**src/rtl/wake_ctrl_pkg.sv**
```systemverilog
package wake_ctrl_pkg;

   typedef enum logic [1:0] {
      TS_DATA  = 2'b00,
      TS_WAKE  = 2'b01,
      TS_RSV_A = 2'b10,
      TS_RSV_B = 2'b11
   } test_route_e;

   typedef enum logic [1:0] {
      OM_HIZ     = 2'b00,
      OM_ANALOG  = 2'b01,
      OM_DIGITAL = 2'b10,
      OM_UNUSED  = 2'b11
   } sec_mode_e;

   typedef struct packed {
      logic drv_lo;
      logic sec_oe;
      logic sec_do;
   } pin_bundle_t;

endpackage

```
**src/rtl/wake_merge.sv**
```systemverilog
module wake_merge #(
   parameter int NUM_CH = 3
) (
   input  logic              clk,
   input  logic              rst_n,
   input  logic [NUM_CH-1:0] ch_wake,
   input  logic              wake_clr,
   output logic              wake_any,
   output logic [NUM_CH-1:0] wake_ind
);

   logic por_pend_q;
   logic por_pend_nxt;

   // the power-on wake stays until a clear level is seen
   assign por_pend_nxt = por_pend_q & ~wake_clr;

   always_ff @(posedge clk or negedge rst_n) begin
      if (!rst_n) por_pend_q <= 1'b1;
      else        por_pend_q <= por_pend_nxt;
   end

   assign wake_any = (por_pend_nxt | (|ch_wake)) & ~wake_clr;

   for (genvar g = 0; g < NUM_CH; g++) begin : g_ind
      assign wake_ind[g] = ch_wake[g] & ~wake_clr;
   end

endmodule

```
**src/rtl/wake_route_mux.sv**
```systemverilog
module wake_route_mux
   import wake_ctrl_pkg::*;
#(
   parameter int NUM_CH = 3,
   parameter int SEL_W  = 2
) (
   input  logic              test_en,
   input  logic [1:0]        test_sel,
   input  logic [SEL_W-1:0]  ch_sel,
   input  logic [NUM_CH-1:0] ch_data,
   input  logic              wake_any,
   input  logic [NUM_CH-1:0] wake_ind,
   output logic              pin_lvl
);

   logic sel_valid;
   logic sel_data;
   logic sel_wake;

   always_comb begin
      sel_valid = 1'b0;
      sel_data  = 1'b1;
      sel_wake  = 1'b0;
      for (int i = 0; i < NUM_CH; i++) begin
         if (ch_sel == SEL_W'(i)) begin
            sel_valid = 1'b1;
            sel_data  = ch_data[i];
            sel_wake  = wake_ind[i];
         end
      end
   end

   always_comb begin
      if (!test_en) begin
         pin_lvl = ~wake_any;
      end else begin
         unique case (test_route_e'(test_sel))
            TS_DATA:  pin_lvl = sel_valid ? sel_data  : ~wake_any;
            TS_WAKE:  pin_lvl = sel_valid ? ~sel_wake : ~wake_any;
            default:  pin_lvl = 1'b1;
         endcase
      end
   end

endmodule

```
**src/rtl/wake_out_stage.sv**
```systemverilog
module wake_out_stage
   import wake_ctrl_pkg::*;
#(
   parameter int NUM_CH  = 3,
   parameter bit OUT_REG = 1'b1
) (
   input  logic              clk,
   input  logic              rst_n,
   input  logic              pin_lvl,
   input  logic              sec_en,
   input  logic              wake_clr,
   output logic              wake_drv_lo,
   output logic              sec_oe,
   output logic              sec_do,
   output logic [NUM_CH-1:0] corr_clr
);

   localparam pin_bundle_t RST_PINS = '{drv_lo: 1'b1, sec_oe: 1'b0, sec_do: 1'b0};

   pin_bundle_t       pins_nxt;
   pin_bundle_t       pins_q;
   logic [NUM_CH-1:0] clr_nxt;
   logic [NUM_CH-1:0] clr_q;

   assign pins_nxt = '{drv_lo: ~pin_lvl, sec_oe: sec_en, sec_do: pin_lvl};
   assign clr_nxt  = {NUM_CH{wake_clr}};

   if (OUT_REG) begin : g_reg
      always_ff @(posedge clk or negedge rst_n) begin
         if (!rst_n) begin
            pins_q <= RST_PINS;
            clr_q  <= '1;
         end else begin
            pins_q <= pins_nxt;
            clr_q  <= clr_nxt;
         end
      end
   end else begin : g_comb
      always_comb begin
         pins_q = rst_n ? pins_nxt : RST_PINS;
         clr_q  = rst_n ? clr_nxt  : '1;
      end
   end

   assign wake_drv_lo = pins_q.drv_lo;
   assign sec_oe      = pins_q.sec_oe;
   assign sec_do      = pins_q.sec_do;
   assign corr_clr    = clr_q;

endmodule

```
**src/rtl/wake_out_ctrl.sv**
```systemverilog
module wake_out_ctrl
   import wake_ctrl_pkg::*;
#(
   parameter int NUM_CH  = 3,
   parameter bit OUT_REG = 1'b1,
   localparam int SEL_W  = $clog2(NUM_CH + 1)
) (
   input  logic              clk,
   input  logic              rst_n,
   input  logic [NUM_CH-1:0] ch_wake,
   input  logic [NUM_CH-1:0] ch_data,
   input  logic [SEL_W-1:0]  ch_sel,
   input  logic              test_en,
   input  logic [1:0]        test_sel,
   input  logic [1:0]        out_mode,
   input  logic              wake_clr,
   input  logic              cs_n,
   output logic              wake_drv_lo,
   output logic              wake_pin,
   output logic [NUM_CH-1:0] corr_clr,
   output logic              sec_oe,
   output logic              sec_do
);

   if (NUM_CH < 1 || NUM_CH > 15) begin : g_bad_ch
      $error("wake_out_ctrl: NUM_CH out of range");
   end

   logic              wake_any;
   logic [NUM_CH-1:0] wake_ind;
   logic              pin_lvl;
   logic              sec_en;

   wake_merge #(.NUM_CH(NUM_CH)) u_merge (
      .clk      (clk),
      .rst_n    (rst_n),
      .ch_wake  (ch_wake),
      .wake_clr (wake_clr),
      .wake_any (wake_any),
      .wake_ind (wake_ind)
   );

   wake_route_mux #(.NUM_CH(NUM_CH), .SEL_W(SEL_W)) u_mux (
      .test_en  (test_en),
      .test_sel (test_sel),
      .ch_sel   (ch_sel),
      .ch_data  (ch_data),
      .wake_any (wake_any),
      .wake_ind (wake_ind),
      .pin_lvl  (pin_lvl)
   );

   assign sec_en = ~cs_n & (sec_mode_e'(out_mode) == OM_DIGITAL);

   wake_out_stage #(.NUM_CH(NUM_CH), .OUT_REG(OUT_REG)) u_stage (
      .clk         (clk),
      .rst_n       (rst_n),
      .pin_lvl     (pin_lvl),
      .sec_en      (sec_en),
      .wake_clr    (wake_clr),
      .wake_drv_lo (wake_drv_lo),
      .sec_oe      (sec_oe),
      .sec_do      (sec_do),
      .corr_clr    (corr_clr)
   );

   // pull-up: the pin is high whenever nothing pulls it down
   assign wake_pin = ~wake_drv_lo;

   if (OUT_REG) begin : g_chk
      AST_OR_DRIVES: assert property (@(posedge clk) disable iff (!rst_n)
         (!test_en && !wake_clr && (|ch_wake)) |=> wake_drv_lo);
      AST_CLR_RELEASE: assert property (@(posedge clk) disable iff (!rst_n)
         (wake_clr && !(test_en && test_sel == 2'b00 && ch_sel != '1)) |=> !wake_drv_lo);
      AST_RSV_RELEASE: assert property (@(posedge clk) disable iff (!rst_n)
         (test_en && test_sel[1]) |=> !wake_drv_lo);
      AST_CLR_ALL: assert property (@(posedge clk) disable iff (!rst_n)
         wake_clr |=> (&corr_clr));
      AST_CLR_NONE: assert property (@(posedge clk) disable iff (!rst_n)
         !wake_clr |=> (corr_clr == '0));
      AST_SEC_HIZ: assert property (@(posedge clk) disable iff (!rst_n)
         (cs_n || out_mode != 2'b10) |=> !sec_oe);
      AST_SEC_LEVEL: assert property (@(posedge clk) disable iff (!rst_n)
         1'b1 |=> (sec_do == wake_pin));
   end

endmodule

```
**config.mk**
```make
export PLATFORM = sky130hd
export DESIGN_NAME = wake_out_ctrl
export DESIGN_NICKNAME = d
export VERILOG_FILES = /design/src/rtl/wake_ctrl_pkg.sv /design/src/rtl/wake_merge.sv /design/src/rtl/wake_route_mux.sv /design/src/rtl/wake_out_stage.sv /design/src/rtl/wake_out_ctrl.sv
export SDC_FILE = /design/constraint.sdc
export NUM_CORES = 1
export LEC_CHECK = 0
export BUFFER_PORTS_ARGS = -buffer_cell sky130_fd_sc_hd__clkbuf_2
export CORE_AREA = 3 3 40 42
export CTS_CLUSTER_SIZE = 12
export DETAILED_ROUTE_END_ITERATION = 10
export DIE_AREA = 0 0 43 45
export PLACE_DENSITY = 0.47
export SLEW_MARGIN = 20
export SYNTH_ARGS = -nofsm -noshare
export SYNTH_HDL_FRONTEND = slang
export SYNTH_HIERARCHICAL = 1
export SYNTH_SLANG_ARGS = --single-unit
export TNS_END_PERCENT = 1
```
**constraint.sdc**
```tcl
create_clock -name clk -period 1.74 [get_ports clk]
set_input_delay 0.261 -clock clk [delete_from_list [all_inputs] [get_ports clk]]
set_output_delay 0.261 -clock clk [all_outputs]
set_load 0.02 [all_outputs]
```
# [After elaboration in Yosys (flattened, before gate mapping)]
# Cells that the tools add are included.
[word_totals] register_bits=5 latch_bits=0 ramBits=0 romBits=0 input_bits=17 out_inout_bits=7 word_cells=38 n_memories=0
[op_classes] add_sub_neg=0 multipliers=0 div=0 n_lt_le_gt_ge=0 eq_ne=4 shift=0 n_mux=13 bitwise_logic=13 n_reduce_logical=3
[ops] op="two-way mux 1 bit" n=12
[ops] op="AND 1 bit" n=6
[ops] op="NOT 1 bit" n=6
[ops] op="== test 2 x 1 -> 1 bit, second input constant" n=2
[ops] op="== test 2 bit, second input constant" n=2
[ops] op="zero test 2 bit" n=2
[ops] op="OR reduction 3 bit" n=1
[ops] op="case mux 1 bit (2 select lines)" n=1
[ops] op="bitwise OR 1 bit" n=1

# [Depth between registers and ports, before layout]
# Gate-level depths: netlist of the first run.
[depth] ltp_word=10 ltp_mapped=6 depth_no_buf=6

# [By module]
# Netlist of the first run, hierarchy kept.
[modules_own_cells] mod="wake_out_stage" instances=1 cells_per_inst=7 area_per_inst_um2=121.4 seq_area_each_um2=102.6
[modules_own_cells] mod="wake_route_mux" instances=1 cells_per_inst=11 area_per_inst_um2=76.3 seq_area_each_um2=0.0
[modules_own_cells] mod="wake_merge" instances=1 cells_per_inst=7 area_per_inst_um2=61.3 seq_area_each_um2=26.3
[modules_own_cells] mod="wake_out_ctrl" instances=1 cells_per_inst=2 area_per_inst_um2=16.3 seq_area_each_um2=0.0

# [Worst setup path after synthesis of the first run]
# No wires, ideal clock.
[synth_path] path_type="input port to flip-flop" startpoint="input ch_wake[1]" endpoint="register u_stage.pins_q (netlist bit u_stage/wake_drv_lo)" arrival_time_ps=999 slack_ps=660 path_stages=6 n_path_buf=0 path_cell_list="nor4_1 nor2_1 nand2_1 o311ai_0 a32oi_1 inv_1"
[synth_lines] element="start, declared" line="wake_out_ctrl.sv:10" text="input logic [NUM_CH-1:0] ch_wake,"
[synth_lines] element="end signal, assigned" line="wake_out_stage.sv:34" text="pins_q <= pins_nxt;"
[synth_lines] element="end, declared" line="wake_out_stage.sv:21" text="pin_bundle_t pins_q;"

# [Worst setup path in the final report of the first run]
[layout_path] startpoint="register u_stage/corr_clr[0] (netlist name)" endpoint="output corr_clr[0]"
[layout_lines] element="end, declared" line="wake_out_ctrl.sv:20" text="output logic [NUM_CH-1:0] corr_clr,"
# No word-level cell between the ends.

==> results.toml, run 1 <==
[cts]
path_clk_slew_ps = 40
clock_latency_ps = 240
h-tree-depth = 1
root_buffer = "clkbuf_4"
clock-sinks = 5
cts_tree = "yes"
cts_inserted_buffers = 3
clockBufferDepth = 2

[worst_setup_path]
rr_worst_depth = 6
cp_slowest_cell = "dfstp_2"
cp-end-kind = "output port"
path_delay_family = "flip-flops"
worstSetupPathType = "reg2out"
crit_start = "u_stage/corr_clr[0]"
critPathMaxStageDelay_ps = 530
start_kind = "flop"
crit_fanout = 3
critPathRequiredTime_ps = 1480
r2r_start = "u_merge/por_pend_q"
crit_cells = 1
cp.buffers_inverters = 1
crit_path_cell_trace = "clkbuf_2"
crit_arrival_ps = 930

[sta]
fin_hold_ws_ps = 178
min_period_ps = 1190
setup_ws_ps = 548
finalSetupViolations = 0
fin_skew_ps = 1.37
rsz0062_at_grt = "false"
slew_headroom_pct = 80.0
worstMarginPinSlew_ps = 297
fin_setup_tns_ps = 0
drv_slew = 0
period_share_pct = 68.5
finalHoldViolCount = 0
max_freq_mhz = 839

[placement]
dp_hpwl_um = 555
place_congestion = 0.712
io_buffers = 23
dp_slack_ps = 437

[yosys]
ys_types = 14
synth_most_common_cell = "nor2b_1"
syn-instance-count = 27
yosysWarnings = 6
avgSynthCellArea_sq_um = 10.2
synth-async-reset-ratio_pct = 100
ys.flop_type = "dfstp_2"
synthTopCellsByCount = "6 x nor2b_1, 4 x inv_1, 3 x dfstp_2"
synth_top_area_share_pct = 28.6
ys_seq_area_share_pct = 46.8
synth_top_cell_by_area = "dfstp_2"
synth-seq-cells = 5
netlist_top_cells_area = "dfstp_2 29%, dfrtp_1 18%, nor2b_1 14%"
synth-edff-count = 0
synth_fp_nets = 44
netlist_area_sq_um = 275

[floorplanning]
die_area_sq_um = 1940
fp.coreArea_sq_um = 1280
placementRows = 13
ioPinCount = 24
die_w_um = 43
die_h_um = 45
start_util_pct = 21.4

[pwr]
clkPwrFrac_pct = 40.3
total_power_uw = 330
switching_share_pct = 26.0
p_per_area_nw_per_um2 = 767
power_switching_uw = 85.8
seqPwrFrac_pct = 38.7
p_leak_uw = 0.000229
ir_drop_v = 0.000216
intPower_uw = 244
p_comb_share_pct = 21.0

[route]
wl_per_cell_um = 9.29
initialDrtViolationCount = 1
met2_length_um = 372
drt_wl_total_um = 632
viasPerCell = 3.96
ant_nets = 0
routed.top_layer = "met3"
wl_met3_um = 42
wl_met1_um = 217
drt_pass1_iterations = 2
vias = 269
drcViolationCount = 0

[final_layout]
antenna_cells = 0
regArea_sq_um = 129
final_core_utilization_pct = 33.5
layout-drive-gt1-share_pct = 56.6
multi_input_area_sq_um = 116
final_nets = 71
syn_to_final_growth_pct = 56.4
fill_cells = 143

[hold_path]
hold_class = "in2reg"
min_from = "wake_clr"
hold_path_depth = 1

[grt]
track_usage_pct = 6.53
antenna_found_initial = 0
grt_max_degree = 7
grt_first_pass_wirelength_um = 890
grt_overflow = 0
grt_pass1_vias = 240

[outcome]
status = "completed"

[run]
maxCapViolCount = 0
## placed cells by master (no fill, tap or decap)
cell type       n
inv_1           4
mux2i_1         2
nand2_1         1
clkbuf_4        3
dfrtp_1         2
nor2_1          1
o311ai_0        1
a31oi_1         1
clkbuf_1        1
nor2b_1         6
nor4_1          1
o31a_1          1
nor3b_2         1
dlygate4sd3_1   1
a32oi_1         1
dfstp_2         3
clkbuf_2       23
## routing by layer
| metal | global-route usage, % | vias up |
|---|---|---|
| li1 | - | 141 |
| met1 | 6.36 | 119 |
| met2 | 11.1 | 9 |
| met3 | 2.39 | 0 |
| met4 | 5.42 | 0 |
| met5 | 0 | - |
## layout make-up
type                       count  share of cell area (%)
clock buffer                   4                    6.10
inverter                       4                    3.49
multi-input combinational     16                    27.0
sequential                     5                    29.9
tap                           15                    4.36
timing repair buffer          24                    29.1
## per-stage QoR
stage | cell area, sq um | instances
after global routing | 430 | 68
after detailed placement | 394 | 63
after floorplan | 275 | 27
after global placement | 394 | 63
after CTS | 430 | 68
final | 430 | 68
## path summary, 6_finish.rpt
kind / endpoint / slack [ps]
max: corr_clr[0] / 550
min: u_stage/corr_clr[0] / 180
max reg2reg: u_stage/wake_drv_lo / 550
min reg2reg: u_merge/por_pend_q / 490
max in group asynchronous: u_merge/por_pend_q / 1160
min in group asynchronous: u_stage/sec_do / 370
## sequential cells by signal, summed over array words and instances, names as in the netlist
| name | cells |
|---|---|
| u_stage/corr_clr | 1 |
| u_stage/wake_drv_lo | 1 |
| u_stage/sec_do | 1 |
| u_stage/sec_oe | 1 |
| u_merge/por_pend_q | 1 |
## power by group through the flow
stage          Clock (uW)  Combinational, uW  Sequential, uW
2_1_floorplan           0               26.7             138
6_report              133               69.2             128
3_5_place_dp            0               68.7             129
5_1_grt               147               75.3             129
4_1_cts               138               70.5             128
3_3_place_gp            0               68.6             129
## what timing repair did
action | in CTS | in global routing
endpoints found under the hold margin | 2 | 0
hold buffers | 1 | 0
endpoints found under the setup margin | 0 | 0
setup buffers | 0 | 0
gates resized for setup | 0 | 0
## cell families (layout without fill, tap and decap cells)
kind of cell / count (synthesis) / count (layout) / synth area share, %
and+or+nand+nor: 10 / 10 / 23.2
buffers and inverters: 6 / 32 / 10.9
DFF: 5 / 5 / 46.8
AOI/OAI and AO/OA: 4 / 4 / 11.8
muxes: 2 / 2 / 7.27
(Power assumes the default switching activity.)
==> run 2, diff against run 1 <==
- clock period: 1.74 -> 1.1 ns (I/O delays scaled with it)
==> run 2 against run 1 <==
Net effect: the run now ends with setup timing left; routed wire length did not move; largest cell class is now buffers; die area did not move; largest power group is now registers; total power rose by 60%; critical path depth rose by 4; via count rose by 3.0%; clock-buffer cell count did not move; non-clock buffer count rose by 2.
==> results.toml, run 2 (same netlist as run 1, synthesis figures left out) <==
[outcome]
status = "finished with violations"
violations = "setup timing"

[worst_setup_path]
r2r_start = "u_merge/por_pend_q"
crit_start = "u_merge/por_pend_q"
cp_slowest_cell = "dfstp_2"
critPathRequiredTime_ps = 1190
cp-end-kind = "flop"
crit_path_cell_trace = "nor4_2 -> nor2_1 -> nand2_1 -> o311ai_1 -> a32oi_1"
critical_path.endpoint = "u_stage/sec_do"
r2r-end = "u_stage/sec_do"
worstSetupPathType = "reg2reg"
path_delay_family = "flip-flops"
crit_cells = 5
r2r_slack_ps = -50
cp.buffers_inverters = 0
critPathMaxStageDelay_ps = 540
rr_worst_depth = 5
crit_arrival_ps = 1240
crit_fanout = 2
start_kind = "flop"

[floorplanning]
die_area_sq_um = 1940
start_util_pct = 21.4
die_w_um = 43
fp.coreArea_sq_um = 1280
ioPinCount = 24
placementRows = 13
die_h_um = 45

[final_layout]
antenna_cells = 0
syn_to_final_growth_pct = 66.8
final_nets = 73
fill_cells = 137
layout_common_cells = "19 x clkbuf_2, 6 x nor2b_1, 5 x buf_4"
layout-drive-gt1-share_pct = 60.0
layout_commonest_cell = "clkbuf_2"
multi_input_area_sq_um = 123
regArea_sq_um = 129

[route]
ant_nets = 0
drt_wl_total_um = 632
initialDrtViolationCount = 9
drt_pass1_iterations = 2
drcViolationCount = 0
wl_per_cell_um = 9.03
viasPerCell = 3.96
vias = 277

[cts]
path_clk_slew_ps = 40
cts_setup_buffers = 0
h-tree-depth = 1
cts_inserted_buffers = 3
clock_latency_ps = 230
clockBufferDepth = 2
clock-sinks = 5
cts_tree = "yes"
root_buffer = "clkbuf_4"

[pwr]
p_leak_uw = 0.000242
p_per_area_nw_per_um2 = 1150
intPower_uw = 395
clkPwrFrac_pct = 38.5
ir_drop_v = 0.000265
switching_share_pct = 24.9
p_comb_share_pct = 23.0
seqPwrFrac_pct = 38.5
power_switching_uw = 131

[sta]
period_share_pct = 105
finalSetupViolations = 2
max_freq_mhz = 869
rsz0062_at_grt = "true"
worstMarginPinSlew_ps = 237
min_period_ps = 1150
drv_slew = 0
setup_ws_ps = -50.6
finalHoldViolCount = 0
slew_headroom_pct = 84.0
fin_setup_tns_ps = -92.8
fin_skew_ps = 0.809

[grt]
grt_overflow = 0
grt_first_pass_wirelength_um = 1010
grt_max_degree = 6
antenna_found_initial = 0
track_usage_pct = 7.53
grt_pass1_vias = 250

[run]
maxCapViolCount = 0

[hold_path]
hold_class = "in2reg"

[placement]
dp_slack_ps = -158
io_buffers = 23
place_congestion = 0.646
run 2: timing repair:
item | CTS | global route
pin swaps | 1 | 0
resized for setup | 4 | 5
hold endpoints to repair | 5 | 0
endpoints found under the setup margin | 6 | 7
hold buffers | 1 | 0
run 2: final cells by class:
cell class | count | area share [%]
sequential | 5 | 28.1
inverter | 4 | 3.27
tap | 15 | 4.09
multi-input combinational | 16 | 26.7
timing repair buffer | 26 | 32.2
clock buffer | 4 | 5.72
run 2: per-layer routing:
metal	up-vias	GRT usage (%)	part of all wire (%)
met3	0	1.20	4.7
li1	147	-	-
met4	0	9.04	0
met1	123	7.33	36
met2	7	12.6	59
met5	-	0	0
run 2: worst reg2reg max path: stages (launching register included):
cell	delay [ps]
dfstp_2	540
nor4_2	40
nor2_1	110
nand2_1	60
o311ai_1	80
a32oi_1	170
run 2: how the worst min path moves through the flow:
stage,start,end,slack (ps),cells after the start
floorplan,rst_n,u_stage/sec_do,-130,0
global placement,rst_n,u_stage/sec_do,-20,1
detailed placement,rst_n,u_stage/sec_do,-20,1
CTS,out_mode[0],u_stage/sec_oe,80,2
global route,cs_n,u_stage/sec_oe,80,2
finish,out_mode[0],u_stage/sec_oe,90,2
run 2: power groups by stage:
stage / logic, uW / registers [uW] / clock network, uW
2_1_floorplan: 42.3 / 218 / 0
3_3_place_gp: 114 / 204 / 0
3_5_place_dp: 114 / 205 / 0
4_1_cts: 122 / 203 / 208
5_1_grt: 132 / 204 / 228
6_report: 121 / 203 / 203
run 2: metrics by stage:
stage	cells	util, %	hold WS [ps]	instance area (sq um)	power [uW]
4_1_cts	70	35.5	84.2	457	533
3_5_place_dp	65	31.8	-18.1	409	320
6_report	70	35.7	86.7	459	527
5_1_grt	70	35.7	81.4	459	564
2_1_floorplan	27	-	-131	275	261
3_3_place_gp	65	31.8	-16.4	409	318
